[src/rtl/cfgport_pkg.sv]
package cfgport_pkg;
  localparam int DW = 8;
  localparam int WDT_REGS = 3;

  localparam logic [DW-1:0] ENTER_KEY    = 8'h87;
  localparam logic [DW-1:0] EXIT_KEY     = 8'hAA;
  localparam logic [DW-1:0] REG_DEVSEL   = 8'h07;
  localparam logic [DW-1:0] REG_IDENT    = 8'h20;
  localparam logic [DW-1:0] REG_ACTIVE   = 8'h30;
  localparam logic [DW-1:0] REG_WDT_BASE = 8'hF5;
  localparam logic [DW-1:0] LOCKED_READ  = 8'hFF;

  typedef enum logic [1:0] {
    ST_LOCKED = 2'd0,
    ST_ARMED  = 2'd1,
    ST_OPEN   = 2'd2
  } unlockState_t;

  typedef struct packed {
    logic          open;
    logic          dataWr;
    logic          dataRd;
    logic          idxRd;
    logic [DW-1:0] idx;
  } cfgStrobe_t;
endpackage

[src/rtl/cfgport_ctrl.sv]
module cfgport_ctrl
  import cfgport_pkg::*;
(
  input  logic          clk,
  input  logic          rstN,
  input  logic          addrSel,
  input  logic          wrEn,
  input  logic          rdEn,
  input  logic [DW-1:0] wrData,
  output cfgStrobe_t    strb
);
  unlockState_t state;
  logic [DW-1:0] idxReg;
  logic idxWr;
  logic isEnter;

  assign idxWr   = wrEn && !addrSel;
  assign isEnter = (wrData == ENTER_KEY);

  always_ff @(posedge clk) begin
    if (!rstN) begin
      state  <= ST_LOCKED;
      idxReg <= '0;
    end else if (idxWr) begin
      unique case (state)
        ST_LOCKED: state <= isEnter ? ST_ARMED : ST_LOCKED;
        ST_ARMED:  state <= isEnter ? ST_OPEN : ST_LOCKED;
        ST_OPEN: begin
          if (wrData == EXIT_KEY) state <= ST_LOCKED;
          else idxReg <= wrData;
        end
        default: state <= ST_LOCKED;
      endcase
    end
  end

  always_comb begin
    strb.open   = (state == ST_OPEN);
    strb.dataWr = wrEn && addrSel && (state == ST_OPEN);
    strb.dataRd = rdEn && addrSel;
    strb.idxRd  = rdEn && !addrSel;
    strb.idx    = idxReg;
  end
endmodule

[src/rtl/cfgport_regs.sv]
module cfgport_regs
  import cfgport_pkg::*;
#(
  parameter int              NUM_LD  = 12,
  parameter int              WDT_LDN = 8,
  parameter logic [DW-1:0]   CHIP_ID = 8'h5C
) (
  input  logic          clk,
  input  logic          rstN,
  input  cfgStrobe_t    strb,
  input  logic [DW-1:0] wrData,
  output logic [DW-1:0] rdData,
  output logic [DW-1:0] wdtCtrl,
  output logic [DW-1:0] wdtTimeout,
  output logic [DW-1:0] wdtCsr,
  output logic          wdtActive
);
  localparam int LD_W = (NUM_LD > 1) ? $clog2(NUM_LD) : 1;
  localparam logic [DW-1:0] WDT_END = REG_WDT_BASE + DW'(WDT_REGS);

  logic [DW-1:0] devSel;
  logic [NUM_LD-1:0] actBits;
  logic [DW-1:0] wdtRegs [WDT_REGS];
  logic devValid;
  logic [LD_W-1:0] devIdx;
  logic isWdtBank;
  logic inWdtRange;
  logic [1:0] wdtSel;
  logic [DW-1:0] regVal;

  assign devValid   = int'(devSel) < NUM_LD;
  assign devIdx     = devSel[LD_W-1:0];
  assign isWdtBank  = int'(devSel) == WDT_LDN;
  assign inWdtRange = (strb.idx >= REG_WDT_BASE) && (strb.idx < WDT_END);
  assign wdtSel     = 2'(strb.idx - REG_WDT_BASE);

  always_ff @(posedge clk) begin
    if (!rstN) begin
      devSel <= '0;
    end else if (strb.dataWr && strb.idx == REG_DEVSEL) begin
      devSel <= wrData;
    end
  end

  always_ff @(posedge clk) begin
    if (!rstN) begin
      actBits <= '0;
    end else if (strb.dataWr && strb.idx == REG_ACTIVE && devValid) begin
      for (int i = 0; i < NUM_LD; i++)
        if (devIdx == LD_W'(i)) actBits[i] <= wrData[0];
    end
  end

  always_ff @(posedge clk) begin
    if (!rstN) begin
      for (int i = 0; i < WDT_REGS; i++) wdtRegs[i] <= '0;
    end else if (strb.dataWr && isWdtBank && inWdtRange) begin
      for (int i = 0; i < WDT_REGS; i++)
        if (wdtSel == 2'(i)) wdtRegs[i] <= wrData;
    end
  end

  always_comb begin
    regVal = '0;
    if (strb.idx == REG_DEVSEL) regVal = devSel;
    else if (strb.idx == REG_IDENT) regVal = CHIP_ID;
    else if (strb.idx == REG_ACTIVE) begin
      if (devValid) regVal = {{(DW-1){1'b0}}, actBits[devIdx]};
    end else if (inWdtRange && isWdtBank) begin
      for (int i = 0; i < WDT_REGS; i++)
        if (wdtSel == 2'(i)) regVal = wdtRegs[i];
    end
  end

  always_ff @(posedge clk) begin
    if (!rstN) begin
      rdData <= '0;
    end else if (strb.dataRd) begin
      rdData <= strb.open ? regVal : LOCKED_READ;
    end else if (strb.idxRd) begin
      rdData <= strb.open ? strb.idx : LOCKED_READ;
    end
  end

  assign wdtCtrl    = wdtRegs[0];
  assign wdtTimeout = wdtRegs[1];
  assign wdtCsr     = wdtRegs[2];
  assign wdtActive  = actBits[WDT_LDN];
endmodule

[src/rtl/cfgport_top.sv]
module cfgport_top
  import cfgport_pkg::*;
#(
  parameter int            NUM_LD  = 12,
  parameter int            WDT_LDN = 8,
  parameter logic [7:0]    CHIP_ID = 8'h5C
) (
  input  logic       clk,
  input  logic       rstN,
  input  logic       addrSel,
  input  logic       wrEn,
  input  logic       rdEn,
  input  logic [7:0] wrData,
  output logic [7:0] rdData,
  output logic [7:0] wdtCtrl,
  output logic [7:0] wdtTimeout,
  output logic [7:0] wdtCsr,
  output logic       wdtActive
);
  cfgStrobe_t strb;

  cfgport_ctrl u_ctrl (
    .clk(clk), .rstN(rstN), .addrSel(addrSel), .wrEn(wrEn),
    .rdEn(rdEn), .wrData(wrData), .strb(strb)
  );

  cfgport_regs #(.NUM_LD(NUM_LD), .WDT_LDN(WDT_LDN), .CHIP_ID(CHIP_ID)) u_regs (
    .clk(clk), .rstN(rstN), .strb(strb), .wrData(wrData), .rdData(rdData),
    .wdtCtrl(wdtCtrl), .wdtTimeout(wdtTimeout), .wdtCsr(wdtCsr),
    .wdtActive(wdtActive)
  );
endmodule

[config.mk]
export PLATFORM = sky130hd
export DESIGN_NAME = cfgport_top
export DESIGN_NICKNAME = d
export VERILOG_FILES = /design/src/rtl/cfgport_pkg.sv /design/src/rtl/cfgport_ctrl.sv /design/src/rtl/cfgport_regs.sv /design/src/rtl/cfgport_top.sv
export SDC_FILE = /design/constraint.sdc
export NUM_CORES = 1
export LEC_CHECK = 0
export ABC_AREA = 1
export BUFFER_PORTS_ARGS = -buffer_cell sky130_fd_sc_hd__buf_2
export CAP_MARGIN = 10
export CORE_UTILIZATION = 56
export CTS_BUF_LIST = sky130_fd_sc_hd__clkbuf_8 sky130_fd_sc_hd__clkbuf_16
export DETAILED_ROUTE_END_ITERATION = 6
export PLACE_DENSITY = 0.79
export RECOVER_POWER = 25
export SKIP_CTS_REPAIR_TIMING = 1
export SLEW_MARGIN = 30
export SYNTH_ARGS = -nofsm -noshare
export SYNTH_HDL_FRONTEND = slang
export SYNTH_SLANG_ARGS = --single-unit
[constraint.sdc]
create_clock -name clk -period 2.5 [get_ports clk]
set_input_delay 0.25 -clock clk [delete_from_list [all_inputs] [get_ports clk]]
set_output_delay 0.25 -clock clk [all_outputs]
set_load 0.005 [all_outputs]
==> run metrics, run 1 <==
worst setup path category=flop to flop; critical-path maximum fanout=11; final layout net count=448; beginning of the worst hold path=wrData[6]; Antenna Nets Post-Route=0; cell chain of the critical path=inv_1 > nand2_1 > nor3_2 > nand3_2 > o31ai_1 > buf_4; endpoint type of the worst setup path=flop; post-synthesis to final-layout area growth=15.03%; vertical die dimension=75.35 um; CTS tree=yes; status=finished clean; number of antenna cells inserted=0; share of the core filled with cells in the final layout=0.6743; insertion delay to the later sink of the worst-skew pair=0.35 ns; Mapped Area=0.003013 mm2; CP arrival=2.07 ns; count of final setup violators=0; start of the worst register-to-register path=u_regs.devSel[1]; Setup TNS Final=0 ns; Initial Utilization=0.5862; minimum hold slack=0.2235 ns; Yosys warning total=0; number of primary I/O pins=46; max-capacitance violation count=0; global-route wire length before repair=11.67 mm; Fin Clk Skew=0.006920 ns; start point of the critical path=u_regs.devSel[1]; final standard cell area without fillers=0.003466 mm2; pin count of the biggest net entering global routing=30; number of DRC violations after detailed routing=0; number of endpoints with negative hold slack in the final report=0; power density over cell area=607.4 mW/mm2; via count of the first global-routing pass=2583; Yosys cell types=29; iteration-0 DRC count of the detailed router=157; worst ir drop on vdd=0.4204 mV; register area share after synthesis=0.4917; required time of the critical path=2.55 ns; area of the placeable core=0.005140 mm2; startpoint kind of the worst setup timing path=flop; via count=2853; setup repair after global routing missed its margin=no; detailed-route wire length per cell=14.90 um; slowest cell on the critical path=dfxtp_1; total global routing track utilization=0.2841; Worst Setup Slack post-DPL=0.4979 ns; Total Die Area=0.005678 mm2; number of nets in the synthesized netlist=402; post-synthesis cell count=389; placed standard-cell area=0.003287 mm2; Via density=5.594; layout cells sized above 1=0.1659; max incr delay on CP=0.39 ns; count of buffers inserted at the top-level ports=45; number of optimization iterations in the first detailed-route pass=5; fillers=471; final RePlAce weighted congestion=0.9509; total congestion overflow after global routing=0; clk root buf=clkbuf_8; Final Max Tran Viols=0; Hold WC Path Type=primary input to flop; largest area contributor in the netlist=dfxtp_1; drt total wl=7.597 mm; area occupied by multi-input gates=0.001309 mm2; Clock H-tree levels=3; P_leak=1.420 nW; syn avg cell area=7.745 um2; maximum root-to-sink buffer count=2; post-layout worst setup margin=0.4799 ns; achievable frequency=495.0 MHz; HPWL after detailed placement=5.440 mm; area taken by flip-flops and latches=0.001481 mm2; Site Rows=26; post-synth top area share=0.2525; Clk pin slew, worst setup/hold paths=0.07 ns; final clock period utilization by the worst path=0.8080; total CTS buffers=9; Slew HR=0.6350; clk sink count=62; top post-synthesis cells by area=dfxtp_1 (25%), edfxtp_1 (24%), nand2_1 (11%), a21oi_1 (7.6%), o21ai_0 (6.3%); Die X-Extent=75.35 um; #FFs+latches synth=62; number of antenna violations at the first check in global routing=0; clock period minus final worst setup slack=2.020 ns; measured slew at the worst slew-check pin=0.5469 ns
[cells in the final DEF, fill, tap and decap left out]
cell type / n
clkinv_2: 1
buf_4: 4
and2_1: 1
nand4_1: 2
o31ai_1: 2
clkinv_4: 2
nor3_2: 1
nand3_4: 1
nand3b_4: 1
nor3_1: 2
o21ai_1: 2
bufinv_16: 1
nor3_4: 1
nand2_1: 90
nand2_2: 1
dfxtp_1: 38
nand3b_1: 1
o21ai_0: 38
and3_1: 1
clkinvlp_4: 3
clkbuf_8: 9
nor4_1: 1
edfxtp_1: 24
nand3_2: 2
o211ai_1: 4
buf_2: 29
nor2_1: 27
nand3_1: 36
a21oi_1: 46
o22ai_1: 1
clkbuf_1: 16
inv_1: 35
nor2_2: 11
inv_2: 6
[kinds of logic (layout without fill, tap and decap cells)]
logic type / Yosys count / after routing / synth area share
flops: 62 / 62 / 0.4917
compound gates: 93 / 93 / 0.1599
simple gates: 179 / 179 / 0.2745
buf+inv: 55 / 106 / 0.07392
[cell usage after synthesis, drive strengths merged]
library cell  number
o22ai              1
a21oi             46
o211ai             4
nand2             91
nand3b             2
nand4              2
edfxtp            24
nor4               1
o21ai             40
nor3               4
nand3             39
and3               1
o31ai              2
dfxtp             38
and2               1
inv               41
nor2              38
clkbuf             6
buf                8
[final cells by class]
| type | count | share of cell area |
|---|---|---|
| repair buffers | 49 | 0.06787 |
| inverters | 41 | 0.04440 |
| well taps | 70 | 0.02527 |
| multi-input cells | 272 | 0.3776 |
| flip-flops and latches | 62 | 0.4274 |
| clock buffers | 9 | 0.03574 |
| clock inverters | 7 | 0.02166 |
[stage by stage]
step                instances  power [W]
global route              510   0.002169
floorplan                 389   0.001184
detailed placement        494   0.001249
CTS                       510   0.002114
finish                    510   0.002105
global placement          494   0.001244
[power breakdown]
part	total (W)	leakage (nW)	switching [W]	internal, W
Clock	0.000879	0.0914	0.000419	0.000461
Sequential	0.00109	0.557	0.0000172	0.00108
Combinational	0.000134	0.772	0.0000915	0.0000422
Total	0.00211	1.42	0.000527	0.00158
[state kept, by name, summed over array words and instances (netlist names)]
| signal | count |
|---|---|
| u_regs.devSel | 8 |
| u_regs.rdData | 8 |
| u_regs.actBits | 12 |
| u_regs.wdtRegs | 24 |
| u_ctrl.idxReg | 8 |
| u_ctrl.state | 2 |
[worst max-delay path: cells and delay by family, from the launching register on]
| family | cells | cell delay, ns |
|---|---|---|
| simple gates | 3 | 0.62 |
| buf+inv | 2 | 0.50 |
| flops | 1 | 0.39 |
| compound gates | 1 | 0.23 |
[final timing paths]
path	to	slack (ns)	depth (start not counted)
worst max-delay path	u_regs.wdtRegs[0][10]	0.48	6
worst min-delay path	u_ctrl.idxReg[6]	0.22	3
worst max register to register	u_regs.wdtRegs[0][10]	0.48	6
worst min register to register	u_regs.devSel[7]	0.48	2
[per-layer routing]
metal	wire length, um	up-vias	track usage
met1	3257	1349	0.3516
met4	198	0	0.1770
li1	-	1392	-
met5	0	-	0
met2	3741	95	0.4692
met3	400	17	0.04233
Note: power is estimated with default switching activity, not from simulation.
==> inputs of run 2 (changes only) <==
--- a/config.mk
+++ b/config.mk
@@ -8,10 +8,10 @@
 export ABC_AREA = 1
 export BUFFER_PORTS_ARGS = -buffer_cell sky130_fd_sc_hd__buf_2
 export CAP_MARGIN = 10
-export CORE_UTILIZATION = 56
+export CORE_UTILIZATION = 51
 export CTS_BUF_LIST = sky130_fd_sc_hd__clkbuf_8 sky130_fd_sc_hd__clkbuf_16
 export DETAILED_ROUTE_END_ITERATION = 6
-export PLACE_DENSITY = 0.79
+export PLACE_DENSITY = 0.76
 export RECOVER_POWER = 25
 export SKIP_CTS_REPAIR_TIMING = 1
 export SLEW_MARGIN = 30
==> constraint.sdc (replaced) <==
create_clock -name clk -period 1.7 [get_ports clk]
set_input_delay 0.17 -clock clk [delete_from_list [all_inputs] [get_ports clk]]
set_output_delay 0.17 -clock clk [all_outputs]
set_load 0.005 [all_outputs]
==> run metrics, run 2 (synthesized netlist as in run 1, its figures left out) <==
drt total wl=7.699 mm; Hold WC Path Type=primary input to flop; count of final setup violators=8; layout cells sized above 1=0.2313; pin count of the biggest net entering global routing=25; setup repair after global routing missed its margin=yes; status=finished, violations left; achievable frequency=575.9 MHz; number of antenna cells inserted=0; number of flip-flops under the largest register name=24; measured slew at the worst slew-check pin=0.5441 ns; total CTS buffers=9; final layout net count=462; number of primary I/O pins=46; number of endpoints with negative hold slack in the final report=0; worst setup path category=flop to flop; max-capacitance violation count=0; final standard cell area without fillers=0.003656 mm2; buffering stage count on the worst path with inverters included=2; commonest non-fill, non-tap cells in the layout=nand2_1 (86), a21oi_1 (46), inv_1 (37), o21ai_0 (37), nand3_1 (36); Site Rows=27; via count of the first global-routing pass=2681; clk root buf=clkbuf_8; number of antenna violations at the first check in global routing=0; Total Die Area=0.006219 mm2; worst ir drop on vdd=0.6060 mV; insertion delay to the later sink of the worst-skew pair=0.34 ns; final RePlAce weighted congestion=0.9276; Slew HR=0.6369; power density over cell area=838.2 mW/mm2; Initial Utilization=0.5373; Setup TNS Final=-0.2265 ns; Clock H-tree levels=3; via count=2827; vertical die dimension=78.86 um; leading cell type in the layout, fill and taps excluded=nand2_1; total global routing track utilization=0.2639; CP arrival=1.77 ns; Most flops, register=u_regs.wdtRegs; startpoint kind of the worst setup timing path=flop; Final Max Tran Viols=0; clk sink count=62; number of optimization iterations in the first detailed-route pass=4; total congestion overflow after global routing=0; global-route wire length before repair=12.41 mm; Clk pin slew, worst setup/hold paths=0.07 ns; maximum root-to-sink buffer count=2; Die X-Extent=78.86 um; cell chain of the critical path=inv_4 > nand2_4 > nor2_4 > nand2_1 > nor2_2 > nand3_2 > o31ai_2 > buf_4; detailed-route wire length per cell=14.64 um; total power consumption of the routed design=0.003064 W; final clock period utilization by the worst path=1.021; clock period minus final worst setup slack=1.736 ns; max incr delay on CP=0.34 ns; CP delay by family, top=simple AND/OR/NAND/NOR gates; Fin Clk Skew=0.01043 ns; critical-path maximum fanout=8; slowest cell on the critical path=dfxtp_2; minimum hold slack=0.1620 ns; area of the placeable core=0.005608 mm2; Worst Setup Slack post-DPL=-0.005844 ns; violated checks=negative setup slack; endpoint type of the worst setup path=flop; required time of the critical path=1.74 ns; placed standard-cell area=0.003382 mm2; CTS tree=yes; Via density=5.375; P_leak=1.541 nW; iteration-0 DRC count of the detailed router=179; Top Registers=u_regs.wdtRegs x24, u_regs.actBits x12; post-synthesis to final-layout area growth=21.35%; Antenna Nets Post-Route=0; HPWL after detailed placement=5.655 mm; number of DRC violations after detailed routing=0; post-layout worst setup margin=-0.03649 ns; count of buffers inserted at the top-level ports=45
## run 2: cell types whose count changed in the layout (fill, tap and decap cells not counted), sizes merged
cell      change
buf          +19
clkbuf        -3
clkinvlp      -3
inv           +2
bufinv        -1
## run 2: final cells by class
| type | instances | area (um2) |
|---|---|---|
| multi-input combinational | 272 | 1375 |
| inverter | 41 | 156.4 |
| tap | 72 | 90.09 |
| timing repair buffer | 63 | 350.3 |
| clock buffer | 11 | 173.9 |
| sequential | 62 | 1488 |
| clock inverter | 5 | 22.52 |
| fill | 497 | 1952 |
## run 2: through the flow
step	cells	util
global placement	507	0.6031
detailed placement	507	0.6031
global route	526	0.6519
floorplan	389	-
CTS	523	0.6381
finish	526	0.6519
## run 2: power by group
part / switching [W] / internal, W / total (W) / leakage, nW
clock network: 0.000554 / 0.000688 / 0.00124 / 0.112
logic: 0.000140 / 0.0000730 / 0.000213 / 0.870
registers: 0.0000267 / 0.00158 / 0.00161 / 0.559
## run 2: routing by layer
| metal | part of all wire | track usage |
|---|---|---|
| met5 | 0 | 0 |
| met3 | 0.060 | 0.04828 |
| met1 | 0.45 | 0.3363 |
| met2 | 0.47 | 0.4270 |
| met4 | 0.017 | 0.1382 |
## run 2: path summary, 6_finish.rpt
path                                       start               endpoint  slack, ns  cells past startpoint
worst max-delay path            u_ctrl.idxReg[3]  u_regs.wdtRegs[0][12]      -0.04                      8
worst min-delay path                   wrData[4]       u_regs.devSel[4]       0.16                      3
worst max register to register  u_ctrl.idxReg[3]  u_regs.wdtRegs[0][12]      -0.04                      8
worst min register to register  u_regs.devSel[6]       u_regs.devSel[6]       0.47                      2
## run 2: worst reg2reg max path: cells and delay by family (launching register included)
kind / cells / cell delay, ns
compound gates: 1 / 0.26
buf+inv: 2 / 0.31
flops: 1 / 0.34
simple gates: 5 / 0.54
==> inputs of run 3 (changes only) <==
--- a/config.mk
+++ b/config.mk
@@ -8,11 +8,10 @@
 export ABC_AREA = 1
 export BUFFER_PORTS_ARGS = -buffer_cell sky130_fd_sc_hd__buf_2
 export CAP_MARGIN = 10
-export CORE_UTILIZATION = 51
+export CORE_UTILIZATION = 56
 export CTS_BUF_LIST = sky130_fd_sc_hd__clkbuf_8 sky130_fd_sc_hd__clkbuf_16
 export DETAILED_ROUTE_END_ITERATION = 6
-export PLACE_DENSITY = 0.76
-export RECOVER_POWER = 25
+export PLACE_DENSITY = 0.79
 export SKIP_CTS_REPAIR_TIMING = 1
 export SLEW_MARGIN = 30
 export SYNTH_ARGS = -nofsm -noshare
==> constraint.sdc (replaced) <==
create_clock -name clk -period 1.6 [get_ports clk]
set_input_delay 0.16 -clock clk [delete_from_list [all_inputs] [get_ports clk]]
set_output_delay 0.16 -clock clk [all_outputs]
set_load 0.005 [all_outputs]
==> run metrics, run 3 (synthesized netlist as in run 1, its figures left out) <==
status=finished, violations left; violated checks=negative setup slack; pin count of the biggest net entering global routing=25; final layout net count=478; area occupied by multi-input gates=0.001455 mm2; Top Registers=u_regs.wdtRegs x24, u_regs.actBits x12; clock period minus final worst setup slack=1.600 ns; layout cells sized above 1=0.3277; HPWL after detailed placement=6.175 mm; Site Rows=26; area taken by flip-flops and latches=0.001490 mm2; Initial Utilization=0.5862; post-synthesis to final-layout area growth=31.60%; max incr delay on CP=0.38 ns; endpoint type of the worst setup path=flop; start point of the critical path=u_ctrl.idxReg[1]; Clk pin slew, worst setup/hold paths=0.08 ns; Fin Clk Skew=0.01019 ns; measured slew at the worst slew-check pin=0.3289 ns; setup repair after global routing missed its margin=yes; clk root buf=clkbuf_8; achievable frequency=624.9 MHz; max-capacitance violation count=0; Most flops, register=u_regs.wdtRegs; Hold WC Path Type=primary input to flop; Slew HR=0.7799; worst ir drop on vdd=0.7312 mV; detailed-route wire length per cell=16.32 um; commonest non-fill, non-tap cells in the layout=nand2_1 (83), buf_2 (45), a21oi_1 (42); global-route wire length before repair=12.92 mm; placed standard-cell area=0.003586 mm2; number of optimization iterations in the first detailed-route pass=6; buffering stage count on the worst path with inverters included=1; cell chain of the critical path=nor2_2 > nor2_2 > nand2_2 > nor2_4 > nand3_4 > o31ai_4 > buf_6; slowest cell on the critical path=dfxtp_2; power density over cell area=847.8 mW/mm2; startpoint kind of the worst setup timing path=flop; count of buffers inserted at the top-level ports=45; count of final setup violators=1; fillers=395; final clock period utilization by the worst path=1.000; number of DRC violations after detailed routing=0; Total Die Area=0.005678 mm2; required time of the critical path=1.67 ns; iteration-0 DRC count of the detailed router=196; Clock H-tree levels=3; CTS tree=yes; number of endpoints with negative hold slack in the final report=0; Via density=5.648; area of the placeable core=0.005140 mm2; critical-path maximum fanout=5; P_leak=1.703 nW; via count of the first global-routing pass=2756; cell repeated most along the worst path=nor2_2; final standard cell area without fillers=0.003965 mm2; CP arrival=1.67 ns; number of antenna cells inserted=0; via count=3050; vertical die dimension=75.35 um; beginning of the worst hold path=wrData[5]; Worst Setup Slack post-DPL=-0.05223 ns; total congestion overflow after global routing=0; final RePlAce weighted congestion=0.9930; Antenna Nets Post-Route=0; number of antenna violations at the first check in global routing=0; start of the worst register-to-register path=u_ctrl.idxReg[1]; clk sink count=62; Final Max Tran Viols=0; number of flip-flops under the largest register name=24; post-layout worst setup margin=-0.0002862 ns; total global routing track utilization=0.3210; CP delay by family, top=simple AND/OR/NAND/NOR gates; Die X-Extent=75.35 um; leading cell type in the layout, fill and taps excluded=nand2_1; drt total wl=8.814 mm; number of primary I/O pins=46; total CTS buffers=9; worst setup path category=flop to flop; maximum root-to-sink buffer count=2; insertion delay to the later sink of the worst-skew pair=0.36 ns
==> run 3: through the flow <==
stage                     setup TNS, ns  instances  utilization  power (W)  hold slack (ns)
after CTS                       -0.3779        535       0.7361   0.003359           0.1228
after global routing             -1.517        540       0.7714   0.003474           0.1510
after floorplan                 -0.2805        389            -   0.001856           0.3071
final                        -0.0002862        540       0.7714   0.003361           0.1366
after global placement                0        519       0.6977   0.001983           0.4544
after detailed placement        -0.4264        519       0.6977   0.001988           0.4555
==> run 3: layer usage <==
metal  global-route usage  up-vias  wire length [um]
li1                     -     1462                 -
met1               0.3974     1457              3589
met2               0.5357      108              4429
met3              0.08862       23               565
met4               0.1255        0               230
met5                    0        -                 0
==> run 3: area by class of cell <==
type                            count  share of cell area
Inverter                           41             0.03881
Clock buffer                        9             0.03124
Multi-Input combinational cell    272              0.3670
Sequential cell                    62              0.3758
Tap cell                           70             0.02209
Timing Repair Buffer               79              0.1464
Clock inverter                      7             0.01862
==> run 3: final timing paths <==
path              cells after the start                    to  slack [ns]
setup / recovery                      7  u_regs.wdtRegs[0][8]     -0.0003
hold reg to reg                       2      u_regs.devSel[6]        0.47
setup reg to reg                      7  u_regs.wdtRegs[0][8]     -0.0003
hold / removal                        4       u_ctrl.state[0]        0.14
==> run 3: worst min-delay path: cells and delay by family <==
family	cells	cell delay, ns
AO/OA/AOI/OAI	1	0.06
AND/OR/NAND/NOR	2	0.13
buffers and inverters	1	0.11
==> run 3: where the power goes <==
part	internal, W	leakage, nW	switching (W)
Sequential	0.00168	0.560	0.0000242
Combinational	0.000100	1.04	0.000166
Clock	0.000723	0.0996	0.000668
